--- config.mk ---
export PLATFORM = sky130hd
export DESIGN_NAME = sercfg_loader
export DESIGN_NICKNAME = d
export VERILOG_FILES = /design/src/rtl/sercfg_pkg.sv /design/src/rtl/sercfg_shifter.sv /design/src/rtl/sercfg_bank.sv /design/src/rtl/sercfg_override.sv /design/src/rtl/sercfg_loader.sv
export SDC_FILE = /design/constraint.sdc
export NUM_CORES = 1
export LEC_CHECK = 0
export ABC_AREA = 1
export BUFFER_PORTS_ARGS = -buffer_cell sky130_fd_sc_hd__buf_2
export CORE_UTILIZATION = 40
export DETAILED_ROUTE_END_ITERATION = 16
export SYNTH_ARGS = -nofsm -noshare
export SYNTH_HDL_FRONTEND = slang
export SYNTH_SLANG_ARGS = --single-unit
--- constraint.sdc ---
create_clock -name clk -period 1.6 [get_ports clk]
set_input_delay 0.08 -clock clk [delete_from_list [all_inputs] [get_ports clk]]
set_output_delay 0.08 -clock clk [all_outputs]
set_load 0.05 [all_outputs]
--- src/rtl/sercfg_pkg.sv ---
// Package: shared sizes, fixed addresses and forced kernel values of the
// serial configuration loader. Assumes eight 8-bit registers by default.
package sercfg_pkg;
    localparam int REG_COUNT_DEF  = 8;
    localparam int DATA_W_DEF     = 8;
    localparam int ADDR_MODE      = 1;   // register holding the override bit
    localparam int MODE_N_BIT     = 7;   // override bit position in it
    localparam int ADDR_KERN_P    = 4;
    localparam int ADDR_KERN_M    = 5;
    localparam logic [7:0] KERN_P_FORCED = 8'h02;
    localparam logic [7:0] KERN_M_FORCED = 8'h05;
endpackage

--- src/rtl/sercfg_shifter.sv ---
// Module: sercfg_shifter
// Samples serial bits on rising edges while the load strobe is high and
// flags a complete frame for one cycle. Assumes the strobe and data are
// synchronous to clk. A frame shorter than FRAME_LEN is dropped when the
// strobe falls; extra bits after a full frame are ignored.
module sercfg_shifter #(
    parameter int ADDR_W = 3,
    parameter int DATA_W = 8
) (
    input  logic              clk,
    input  logic              rst_n,
    input  logic              ser_load,
    input  logic              ser_din,
    output logic              frm_vld,
    output logic [ADDR_W-1:0] frm_addr,
    output logic [DATA_W-1:0] frm_data
);
    localparam int FRAME_LEN = ADDR_W + DATA_W;
    localparam int CNT_W     = $clog2(FRAME_LEN + 1);
    localparam logic [CNT_W-1:0] LAST_IDX = CNT_W'(FRAME_LEN - 1);
    localparam logic [CNT_W-1:0] FULL_CNT = CNT_W'(FRAME_LEN);

    logic [FRAME_LEN-1:0] shreg;
    logic [CNT_W-1:0]     bit_cnt;

    // Shift bits in, count them, and raise the frame flag on the last one.
    always_ff @(posedge clk) begin
        if (!rst_n) begin
            shreg   <= '0;
            bit_cnt <= '0;
            frm_vld <= 1'b0;
        end else begin
            frm_vld <= 1'b0;
            if (!ser_load) begin
                bit_cnt <= '0;
            end else if (bit_cnt < FULL_CNT) begin
                shreg   <= {shreg[FRAME_LEN-2:0], ser_din};
                bit_cnt <= bit_cnt + 1'b1;
                if (bit_cnt == LAST_IDX)
                    frm_vld <= 1'b1;
            end
        end
    end

    // Split the held frame into address and data fields.
    always_comb begin
        frm_addr = shreg[FRAME_LEN-1 -: ADDR_W];
        frm_data = shreg[DATA_W-1:0];
    end
endmodule

--- src/rtl/sercfg_bank.sv ---
// Module: sercfg_bank
// Register bank updated on the falling clock edge after a frame is flagged.
// Assumes frm_* are stable from the flagging rising edge onward. Writes to
// the kernel P/M addresses are refused while the override bit is stored.
module sercfg_bank #(
    parameter int REG_COUNT = 8,
    parameter int DATA_W    = 8
) (
    input  logic                          clk,
    input  logic                          regs_rst_n,
    input  logic                          frm_vld,
    input  logic [$clog2(REG_COUNT)-1:0]  frm_addr,
    input  logic [DATA_W-1:0]             frm_data,
    output logic [REG_COUNT*DATA_W-1:0]   bank_flat,
    output logic                          commit_o,
    output logic [$clog2(REG_COUNT)-1:0]  commit_addr_o
);
    import sercfg_pkg::*;
    localparam int ADDR_W = $clog2(REG_COUNT);

    logic override_n;
    logic blocked;
    logic accept;

    // Decide whether the pending frame may be written.
    always_comb begin
        override_n = bank_flat[ADDR_MODE*DATA_W + MODE_N_BIT];
        blocked    = override_n &&
                     ((frm_addr == ADDR_W'(ADDR_KERN_P)) ||
                      (frm_addr == ADDR_W'(ADDR_KERN_M)));
        accept     = frm_vld && !blocked;
    end

    genvar gi;
    generate
        for (gi = 0; gi < REG_COUNT; gi++) begin : g_reg
            // Store one register on the falling edge when addressed.
            always_ff @(negedge clk) begin
                if (!regs_rst_n)
                    bank_flat[gi*DATA_W +: DATA_W] <= '0;
                else if (accept && (frm_addr == ADDR_W'(gi)))
                    bank_flat[gi*DATA_W +: DATA_W] <= frm_data;
            end
        end
    endgenerate

    // Produce the one-cycle commit pulse and its address.
    always_ff @(negedge clk) begin
        if (!regs_rst_n) begin
            commit_o      <= 1'b0;
            commit_addr_o <= '0;
        end else begin
            commit_o <= accept;
            if (accept)
                commit_addr_o <= frm_addr;
        end
    end
endmodule

--- src/rtl/sercfg_override.sv ---
// Module: sercfg_override
// Output stage: replaces the kernel P and M bytes with fixed values while
// the override bit is stored. Assumes the bank is packed by address.
module sercfg_override #(
    parameter int REG_COUNT = 8,
    parameter int DATA_W    = 8
) (
    input  logic [REG_COUNT*DATA_W-1:0] bank_flat,
    output logic [REG_COUNT*DATA_W-1:0] view_flat
);
    import sercfg_pkg::*;

    // Substitute forced kernel values when the override bit is set.
    always_comb begin
        view_flat = bank_flat;
        if (bank_flat[ADDR_MODE*DATA_W + MODE_N_BIT]) begin
            view_flat[ADDR_KERN_P*DATA_W +: DATA_W] = DATA_W'(KERN_P_FORCED);
            view_flat[ADDR_KERN_M*DATA_W +: DATA_W] = DATA_W'(KERN_M_FORCED);
        end
    end
endmodule

--- src/rtl/sercfg_loader.sv ---
// Module: sercfg_loader (top)
// Serial configuration loader: frames of address+data captured on rising
// edges, committed into eight registers on the following falling edge.
// Assumes one clock for serial and system use; both resets synchronous.
module sercfg_loader #(
    parameter int REG_COUNT = sercfg_pkg::REG_COUNT_DEF,
    parameter int DATA_W    = sercfg_pkg::DATA_W_DEF
) (
    input  logic                         clk,
    input  logic                         rst_n,
    input  logic                         regs_rst_n,
    input  logic                         ser_load,
    input  logic                         ser_din,
    output logic [7:0]                   reg_calib_o,
    output logic [7:0]                   reg_edge_gain_o,
    output logic [7:0]                   reg_expo_hi_o,
    output logic [7:0]                   reg_expo_lo_o,
    output logic [7:0]                   reg_kern_p_o,
    output logic [7:0]                   reg_kern_m_o,
    output logic [7:0]                   reg_kern_x_o,
    output logic [7:0]                   reg_misc_o,
    output logic                         cfg_commit_o,
    output logic [$clog2(REG_COUNT)-1:0] cfg_commit_addr_o
);
    localparam int ADDR_W = $clog2(REG_COUNT);

    logic                        frm_vld;
    logic [ADDR_W-1:0]           frm_addr;
    logic [DATA_W-1:0]           frm_data;
    logic [REG_COUNT*DATA_W-1:0] bank_flat;
    logic [REG_COUNT*DATA_W-1:0] view_flat;

    sercfg_shifter #(.ADDR_W(ADDR_W), .DATA_W(DATA_W)) shift_i (
        .clk      (clk),
        .rst_n    (rst_n),
        .ser_load (ser_load),
        .ser_din  (ser_din),
        .frm_vld  (frm_vld),
        .frm_addr (frm_addr),
        .frm_data (frm_data)
    );

    sercfg_bank #(.REG_COUNT(REG_COUNT), .DATA_W(DATA_W)) bank_i (
        .clk           (clk),
        .regs_rst_n    (regs_rst_n),
        .frm_vld       (frm_vld),
        .frm_addr      (frm_addr),
        .frm_data      (frm_data),
        .bank_flat     (bank_flat),
        .commit_o      (cfg_commit_o),
        .commit_addr_o (cfg_commit_addr_o)
    );

    sercfg_override #(.REG_COUNT(REG_COUNT), .DATA_W(DATA_W)) ovr_i (
        .bank_flat (bank_flat),
        .view_flat (view_flat)
    );

    // Map the packed view onto the named register outputs.
    always_comb begin
        reg_calib_o     = view_flat[0*DATA_W +: 8];
        reg_edge_gain_o = view_flat[1*DATA_W +: 8];
        reg_expo_hi_o   = view_flat[2*DATA_W +: 8];
        reg_expo_lo_o   = view_flat[3*DATA_W +: 8];
        reg_kern_p_o    = view_flat[4*DATA_W +: 8];
        reg_kern_m_o    = view_flat[5*DATA_W +: 8];
        reg_kern_x_o    = view_flat[6*DATA_W +: 8];
        reg_misc_o      = view_flat[7*DATA_W +: 8];
    end
endmodule

# Yosys cells after proc, flatten, opt, wreduce, memory -nomap -nowiden
# Index checks and enable logic that the tools add are counted.
# W data, S select, Z words.
# word_totals
register_bits	84
latchBits	0
mem_bits_rw	0
romBits	0
inputBits	5
output_inout_bits	68
memories	0
# classes
n_addsub	1
n_mul	0
div_mod_pow	0
n_lt_le_gt_ge	1
eq_ne	8
shift	0
n_mux	2
n_bitwise	0
reduce_logical	16
# ops
cell	n
$mux W16	1
$eq A3 B3 Y1 const B	4
$logic_and A1 B1 Y1	10
$eq A3 B2 Y1 const B	2
$add A4 B1 Y4 const B	1
$eq A4 B4 Y1 const B	1
$lt A4 B4 Y1 const B	1
$reduce_and A2 Y1	2
$eq A3 B1 Y1 const B	1
$logic_not A3 Y1	1
$reduce_and A3 Y1	1
$logic_not A1 Y1	1
$logic_or A1 B1 Y1	1
$mux W1	1

# Longest topological paths before layout
# Gate-level depths: netlist (run 1).
# depth
word_depth	6
depth_mapped	8
depth_no_buf	6

# Cells and area by module
# A second synthesis (run 1) with hierarchy kept.
# unflattened
hier_cells	560
hier_area_um2	4107.7
# modules_own_cells
mod	n_inst	cells_each	area_each_um2	seq_area_each_um2
sercfg_bank	1	379	2885.3	1361.3
sercfg_shifter	1	99	726.9	320.3
sercfg_override	1	82	495.5	0.0

==> flow_metrics.env, run 1 <==
export IMPL_first_pass_iters=5
export IMPL_yosys_cell_types_count=26
export IMPL_ios=73
export IMPL_start_util_pct=41.57
export IMPL_synth_seq_area_share_pct=41.01
export IMPL_clk_pin_slew_ps=120
export IMPL_wl_met3_um=857
export IMPL_drt_met1_wl_um=5465
export IMPL_vias=4513
export IMPL_die_h_um=103.2
export IMPL_cellLeakagePower_nw=3.440
export IMPL_worstSetupEndpointType="output pin"
export IMPL_via_per_inst=5.117
export IMPL_clock_path_buffers=2
export IMPL_p_int_w=0.003102
export IMPL_top_layer="met4"
export IMPL_crit_family="flip-flops"
export IMPL_max_slew_margin_pct=71.76
export IMPL_crit_start="bank_i.bank_flat[39]"
export IMPL_fin_ws_ps=-601.3
export IMPL_setup_viol=136
export IMPL_criticalPathCategory="flop to output pin"
export IMPL_synth_area_um2=4100
export IMPL_cts_sinks=84
export IMPL_met2_wirelength_um=8382
export IMPL_synth_top_area_share_pct=41.01
export IMPL_dr_first_iter_drc_count=193
export IMPL_rsz0062_at_grt="true"
export IMPL_core_um2=9864
export IMPL_routed_wl_um=15940
export IMPL_layout_nets=751
export IMPL_io_buffers=72
export IMPL_syn_area_per_cell_um2=7.650
export IMPL_cp_num_buf_inv=2
export IMPL_status="finished, violations left"
export IMPL_violations="negative setup slack"
export IMPL_drtAntennaViolNets=0
export IMPL_drc=0
export IMPL_finalMaxSlewViolations=0
export IMPL_hold_path_class="input pin to flop"
export IMPL_p_sw_w=0.001907
export IMPL_p_comb_share_pct=10.7
export IMPL_swShare_pct=38.07
export IMPL_grt_first_pass_wirelength_um=21330
export IMPL_crit_chain="inv_1 > nor2_4 > buf_6"
export IMPL_ff2ff_setup_slack_ps=-520
export IMPL_n_antenna_cell=0
export IMPL_dieArea_um2=10660
export IMPL_hold_path_end="shift_i.shreg[2]"
export IMPL_ys_ff_latch=84
export IMPL_syn_nets=543
export IMPL_rr_startpoint="shift_i.shreg[10]"
export IMPL_slowest_stage="dfxtp_1"
export IMPL_clock_latency_ps=480
export IMPL_setup_tns_ps=-45490
export IMPL_fin_worst_skew_ps=103.3
export IMPL_yosysTopAreaCell="dfxtp_1"
export IMPL_final_hold_viol_count=0
export IMPL_first_global_vias=4522
export IMPL_syn_inst=536
export IMPL_clock_power_share_pct=47.0
export IMPL_synthTopCellsByArea="dfxtp_1 41%, nand2_1 11%, buf_4 9.2%"
export IMPL_total_power_w=0.005009
export IMPL_grt_max_degree=29
export IMPL_cts_buffers=9
export IMPL_ir_drop_v=0.0004608
export IMPL_r2r_end="bank_i.bank_flat[39]"
export IMPL_drive_above_1_share_pct=61.95
export IMPL_crit_fanout=2
export IMPL_tightestPinTransition_ps=423.1
export IMPL_place_congestion=0.7487
export IMPL_cp_slowest_stage_delay_ps=460
export IMPL_cts_tree="yes"
export IMPL_die_w_um=103.2
export IMPL_cp_start_kind="flop"
export IMPL_p_seq_share_pct=42.3
export IMPL_cts_root_buf="clkbuf_8"
export IMPL_power_density_nw_per_um2=666.2
export IMPL_place_hpwl_um=6594
export IMPL_min_from="rst_n"
export IMPL_htreeDepth=3
export IMPL_area_growth_syn_to_layout_pct=83.37
export IMPL_cp_arrival_ps=2120
export IMPL_wl_per_cell_um=18.07
export IMPL_maxCapViolCount=0
export IMPL_rows=36
export IMPL_synth_warning_count=0
export IMPL_whs_path_depth=3
export IMPL_grt_usage_pct=26.77
export IMPL_required_ps=1520
export IMPL_grt_overflow=0
export IMPL_r2r_cells=6
export IMPL_antenna_found_initial=0
## metal layers
layer	track usage, %	vias to the layer above
met2	48.77	245
met5	0	-
li1	-	2048
met1	27.15	2128
met4	18.85	0
met3	5.981	92
## cells in the final DEF (no fill, tap or decap), drive strengths merged
cell,synthesis,routed
or2,3,3
buf,69,198
a21oi,59,59
nor3,2,2
clkinv,0,8
nor3b,2,2
inv,41,107
nand3,35,35
dlygate4sd3,0,2
nand2,133,134
ha,2,2
nand4,4,5
nor2,93,96
dfxtp,84,84
o21ai,2,2
clkbuf,7,10
## state kept, by name (all words and copies together), names as in the netlist
signal and cells:
bank_i.bank_flat 64, shift_i.shreg 11, shift_i.bit_cnt 4, bank_i.commit_addr_o 3, bank_i.commit_o 1, shift_i.frm_vld 1
## final cells by class
type / instances / area (um^2)
Timing Repair Buffer: 201 / 2412
Tap cell: 133 / 166.4
Sequential cell: 84 / 1782
Inverter: 40 / 211.5
Clock buffer: 9 / 123.9
Multi-Input combinational cell: 340 / 2514
Clock inverter: 75 / 309.0
Fill cell: 554 / 2346
## Yosys cell counts
master,instances
nor2_8,3
buf_1,2
o21ai_2,1
buf_6,12
a21oi_1,29
or2_2,3
nand2_2,2
nand2_4,6
dfxtp_1,84
nand4_4,2
inv_4,3
nand2_1,125
a21oi_2,30
buf_2,5
inv_2,4
nand3_1,35
buf_4,50
nor2_4,1
nand4_2,2
o21ai_0,1
nor3b_1,2
inv_1,34
clkbuf_1,7
nor3_1,2
ha_1,2
nor2_1,89
## tightest hold or removal path: cells and delay by family
family / cells / cell delay (ps)
simple gates: 2 / 130
buf+inv: 1 / 190
## power by group through the flow
stage | combinational [W] | sequential [W] | clock [W]
floorplan | 0.000217 | 0.00218 | 0.000262
global placement | 0.000355 | 0.00217 | 0.000262
detailed placement | 0.000359 | 0.00218 | 0.000262
CTS | 0.000450 | 0.00213 | 0.00212
global route | 0.000558 | 0.00212 | 0.00259
finish | 0.000535 | 0.00212 | 0.00235
## worst max path at each step
stage	end	cells after the start	slack (ps)
2_1_floorplan	bank_i.bank_flat[0]	8	-350
3_3_place_gp	bank_i.bank_flat[13]	7	-380
3_5_place_dp	bank_i.bank_flat[8]	7	-410
4_1_cts	reg_kern_p_o[5]	3	-480
5_1_grt	reg_kern_p_o[7]	3	-590
6_report	reg_kern_p_o[7]	3	-600
## cells by family after synthesis
logic type | synth area share (%)
AND/OR/NAND/NOR | 30.27
flip-flops | 41.01
buffers and inverters | 17.82
adder cells (fa/ha/maj) | 0.6102
AO/OA/AOI/OAI | 10.28
## per-stage QoR
step	util, %	hold WS, ps	instances	instance area (um^2)	setup WS [ps]
after global placement	48.88	317.4	729	4822	-378.6
after detailed placement	48.88	319.2	729	4822	-406.0
after floorplan	-	200.5	536	4245	-348.9
final	76.22	42.78	882	7518	-601.3
after CTS	69.94	42.67	871	6899	-482.5
after global routing	76.22	45.59	882	7518	-590.0
## what timing repair did
item / 4_1_cts / 5_1_grt
cloned: 11 / 1
pin swaps: 64 / 63
setup buffers: 47 / 14
endpoints found under the hold margin: 2 / 0
resized for setup: 337 / 137
endpoints found under the setup margin: 136 / 137
hold buffers: 2 / 0
No activity file was read; power rests on OpenSTA's default activity.
==> run 2: changes to the inputs <==
--- a/config.mk
+++ b/config.mk
@@ -5,7 +5,6 @@
 export SDC_FILE = /design/constraint.sdc
 export NUM_CORES = 1
 export LEC_CHECK = 0
-export ABC_AREA = 1
 export BUFFER_PORTS_ARGS = -buffer_cell sky130_fd_sc_hd__buf_2
 export CORE_UTILIZATION = 40
 export DETAILED_ROUTE_END_ITERATION = 16
==> run 2 against run 1 <==
Net effect: the run still ends with negative setup slack left; register-to-register slack better by 70 ps; design area is 23% lower; combinational power is 79% lower; routed wire length is 44% lower; via count is 30% lower; worst hold slack better by 19 ps; synthesized cell count is 23% lower; cell count is 24% lower; non-clock buffer count is 56 lower; critical path depth stayed put; area after synthesis is 7.7% lower; utilization is 13 points lower.
==> flow_metrics.env, run 2 <==
export IMPL_antenna_found_initial=0
export IMPL_criticalPathCategory="flop to output pin"
export IMPL_place_congestion=0.7536
export IMPL_die_w_um=99.28
export IMPL_ys_ff_latch=84
export IMPL_clk_pin_slew_ps=90
export IMPL_rows=35
export IMPL_dominantRegCellSynth="dfxtp_1"
export IMPL_drc=0
export IMPL_crit_family="flip-flops"
export IMPL_synth_warning_count=0
export IMPL_grt_max_degree=35
export IMPL_crit_chain="buf_4 > nor2b_4 > buf_6"
export IMPL_n_antenna_cell=0
export IMPL_core_um2=9196
export IMPL_p_comb_share_pct=2.7
export IMPL_syn_nets=421
export IMPL_syn_inst=414
export IMPL_layout_nets=565
export IMPL_maxCapViolCount=0
export IMPL_p_sw_w=0.001284
export IMPL_hold_path_class="input pin to flop"
export IMPL_finalMaxSlewViolations=0
export IMPL_io_buffers=72
export IMPL_top_register="bank_i.bank_flat"
export IMPL_final_hold_viol_count=0
export IMPL_grt_overflow=0
export IMPL_clock_path_buffers=2
export IMPL_cp_start_kind="flop"
export IMPL_first_global_vias=3141
export IMPL_cp_slowest_stage_delay_ps=390
export IMPL_wl_per_cell_um=13.16
export IMPL_drtAntennaViolNets=0
export IMPL_routed_wl_um=8854
export IMPL_worstSetupEndpointType="output pin"
export IMPL_yosysTopAreaCell="dfxtp_1"
export IMPL_cts_sinks=84
export IMPL_preCtsSetupSlack_ps=-486.5
export IMPL_layout_common_cells="83 x nand2_1, 71 x inv_1, 52 x buf_4"
export IMPL_async_flop_share_pct=0
export IMPL_netlist_top_cells_count="107 x nand2_1, 84 x dfxtp_1, 56 x buf_4"
export IMPL_grt_busiest_layer="met2"
export IMPL_synth_seq_area_share_pct=44.43
export IMPL_htreeDepth=3
export IMPL_swShare_pct=29.78
export IMPL_fin_worst_skew_ps=59.53
export IMPL_required_ps=1520
export IMPL_power_density_nw_per_um2=741.4
export IMPL_first_pass_iters=5
export IMPL_grt_usage_pct=18.43
export IMPL_grt_first_pass_wirelength_um=14280
export IMPL_cellLeakagePower_nw=2.623
export IMPL_cp_num_buf_inv=2
export IMPL_clock_power_share_pct=48.6
export IMPL_yosysMostFrequentCell="nand2_1"
export IMPL_use_met2_pct=30.07
export IMPL_synth_area_um2=3785
export IMPL_cts_buffers=9
export IMPL_rsz0062_at_grt="true"
export IMPL_crit_fanout=11
export IMPL_setup_viol=136
export IMPL_violations="negative setup slack"
export IMPL_grtUsageMet3_pct=6.606
export IMPL_yosys_cell_types_count=31
export IMPL_p_seq_share_pct=48.7
export IMPL_synth_top_area_share_pct=44.43
export IMPL_largest_reg_flops=64
export IMPL_dr_first_iter_drc_count=107
export IMPL_cts_root_buf="clkbuf_8"
export IMPL_syn_area_per_cell_um2=9.142
export IMPL_ir_drop_v=0.0004550
export IMPL_setup_tns_ps=-38660
export IMPL_synth_edff_count=0
export IMPL_start_util_pct=41.16
export IMPL_p_int_w=0.003028
export IMPL_drive_above_1_share_pct=49.29
export IMPL_vias=3141
export IMPL_cp_arrival_ps=2000
export IMPL_mostFrequentLayoutCell="nand2_1"
export IMPL_via_per_inst=4.667
export IMPL_cts_tree="yes"
export IMPL_largestRegisters="bank_i.bank_flat x64, shift_i.shreg x11, shift_i.bit_cnt x4"
export IMPL_slowest_stage="dfxtp_4"
export IMPL_die_h_um=99.28
export IMPL_place_hpwl_um=5636
export IMPL_area_growth_syn_to_layout_pct=53.69
export IMPL_fin_ws_ps=-484.7
export IMPL_ios=73
export IMPL_tightestPinTransition_ps=378.3
export IMPL_status="finished, violations left"
export IMPL_max_slew_margin_pct=74.55
export IMPL_synthTopCellsByArea="dfxtp_1 44%, mux2i_1 12%, buf_4 11%"
export IMPL_fillCellCount=740
export IMPL_dieArea_um2=9856
export IMPL_clock_latency_ps=410
export IMPL_grt_use_met1_pct=21.55
==> run 2: cell count changes after synthesis, sizes merged, moves of 32 or more <==
| cell | previous run | this run |
|---|---|---|
| a21oi | 59 | 0 |
| nor2 | 93 | 4 |
| mux2i | 0 | 45 |
| inv | 41 | 4 |
| a21boi | 0 | 32 |
| nand3 | 35 | 0 |
==> run 2: worst paths after layout <==
check                       startpoint              endpoint  slack (ps)  cells past startpoint
hold / removal                ser_load    shift_i.bit_cnt[0]          60                      3
hold reg to reg   bank_i.bank_flat[39]  bank_i.bank_flat[39]         460                      2
setup reg to reg      shift_i.shreg[9]  bank_i.bank_flat[34]        -450                      4
setup / recovery  bank_i.bank_flat[15]       reg_kern_m_o[6]        -480                      3
==> run 2: power groups by stage <==
stage                     Clock (W)  Sequential [W]  Combinational (W)
after global routing        0.00243         0.00210           0.000124
after CTS                   0.00216         0.00211           0.000112
after global placement     0.000262         0.00215           0.000108
after detailed placement   0.000262         0.00215           0.000109
final                       0.00210         0.00210           0.000114
after floorplan            0.000262         0.00215          0.0000689
==> run 2: metal layers <==
layer	routed length (um)	vias up
met5	0	-
met4	84	0
met3	345	10
met2	4458	64
met1	3966	1487
li1	-	1580
==> run 2: worst register-to-register path: cells and delay by family, from the launching register on <==
| kind | cells | cell delay (ps) |
|---|---|---|
| and+or+nand+nor | 2 | 510 |
| DFF | 1 | 370 |
| muxes | 1 | 180 |
| buffers and inverters | 1 | 140 |
==> run 2: cell families after synthesis <==
logic type      count (synthesis)  synth area share (%)
simple gates                  160                 20.60
flops                          84                 44.43
fa+ha+maj                       2                0.6611
buf+inv                        83                 14.38
compound gates                 38                 7.570
xor+xnor                        2                0.4629
mux                            45                 11.90
==> run 2: layout make-up <==
cell class | instances | area [um^2] | area share, %
inverters | 3 | 11.26 | 0.1936
clock inverters | 73 | 289.0 | 4.969
flip-flops and latches | 84 | 1769 | 30.42
clock buffers | 10 | 148.9 | 2.560
multi-input cells | 247 | 1819 | 31.28
well taps | 111 | 138.9 | 2.388
repair buffers | 145 | 1640 | 28.20
==> run 2: stage by stage <==
step | util [%] | instances | hold WS [ps] | instance area [um^2] | power [W]
floorplan | - | 414 | 227.6 | 3975 | 0.002477
global placement | 46.73 | 563 | 340.9 | 4298 | 0.002517
detailed placement | 46.73 | 563 | 340.8 | 4298 | 0.002519
CTS | 59.85 | 657 | 63.99 | 5504 | 0.004376
global route | 63.25 | 673 | 76.87 | 5817 | 0.004645
finish | 63.25 | 673 | 62.19 | 5817 | 0.004312
==> run 2: timing repair <==
action,in CTS,in global routing
gates cloned,0,0
pin swaps,14,28
setup buffers,11,18
hold buffers,1,0
endpoints found under the hold margin,1,0
setup endpoints to repair,136,136
gates resized for setup,256,62
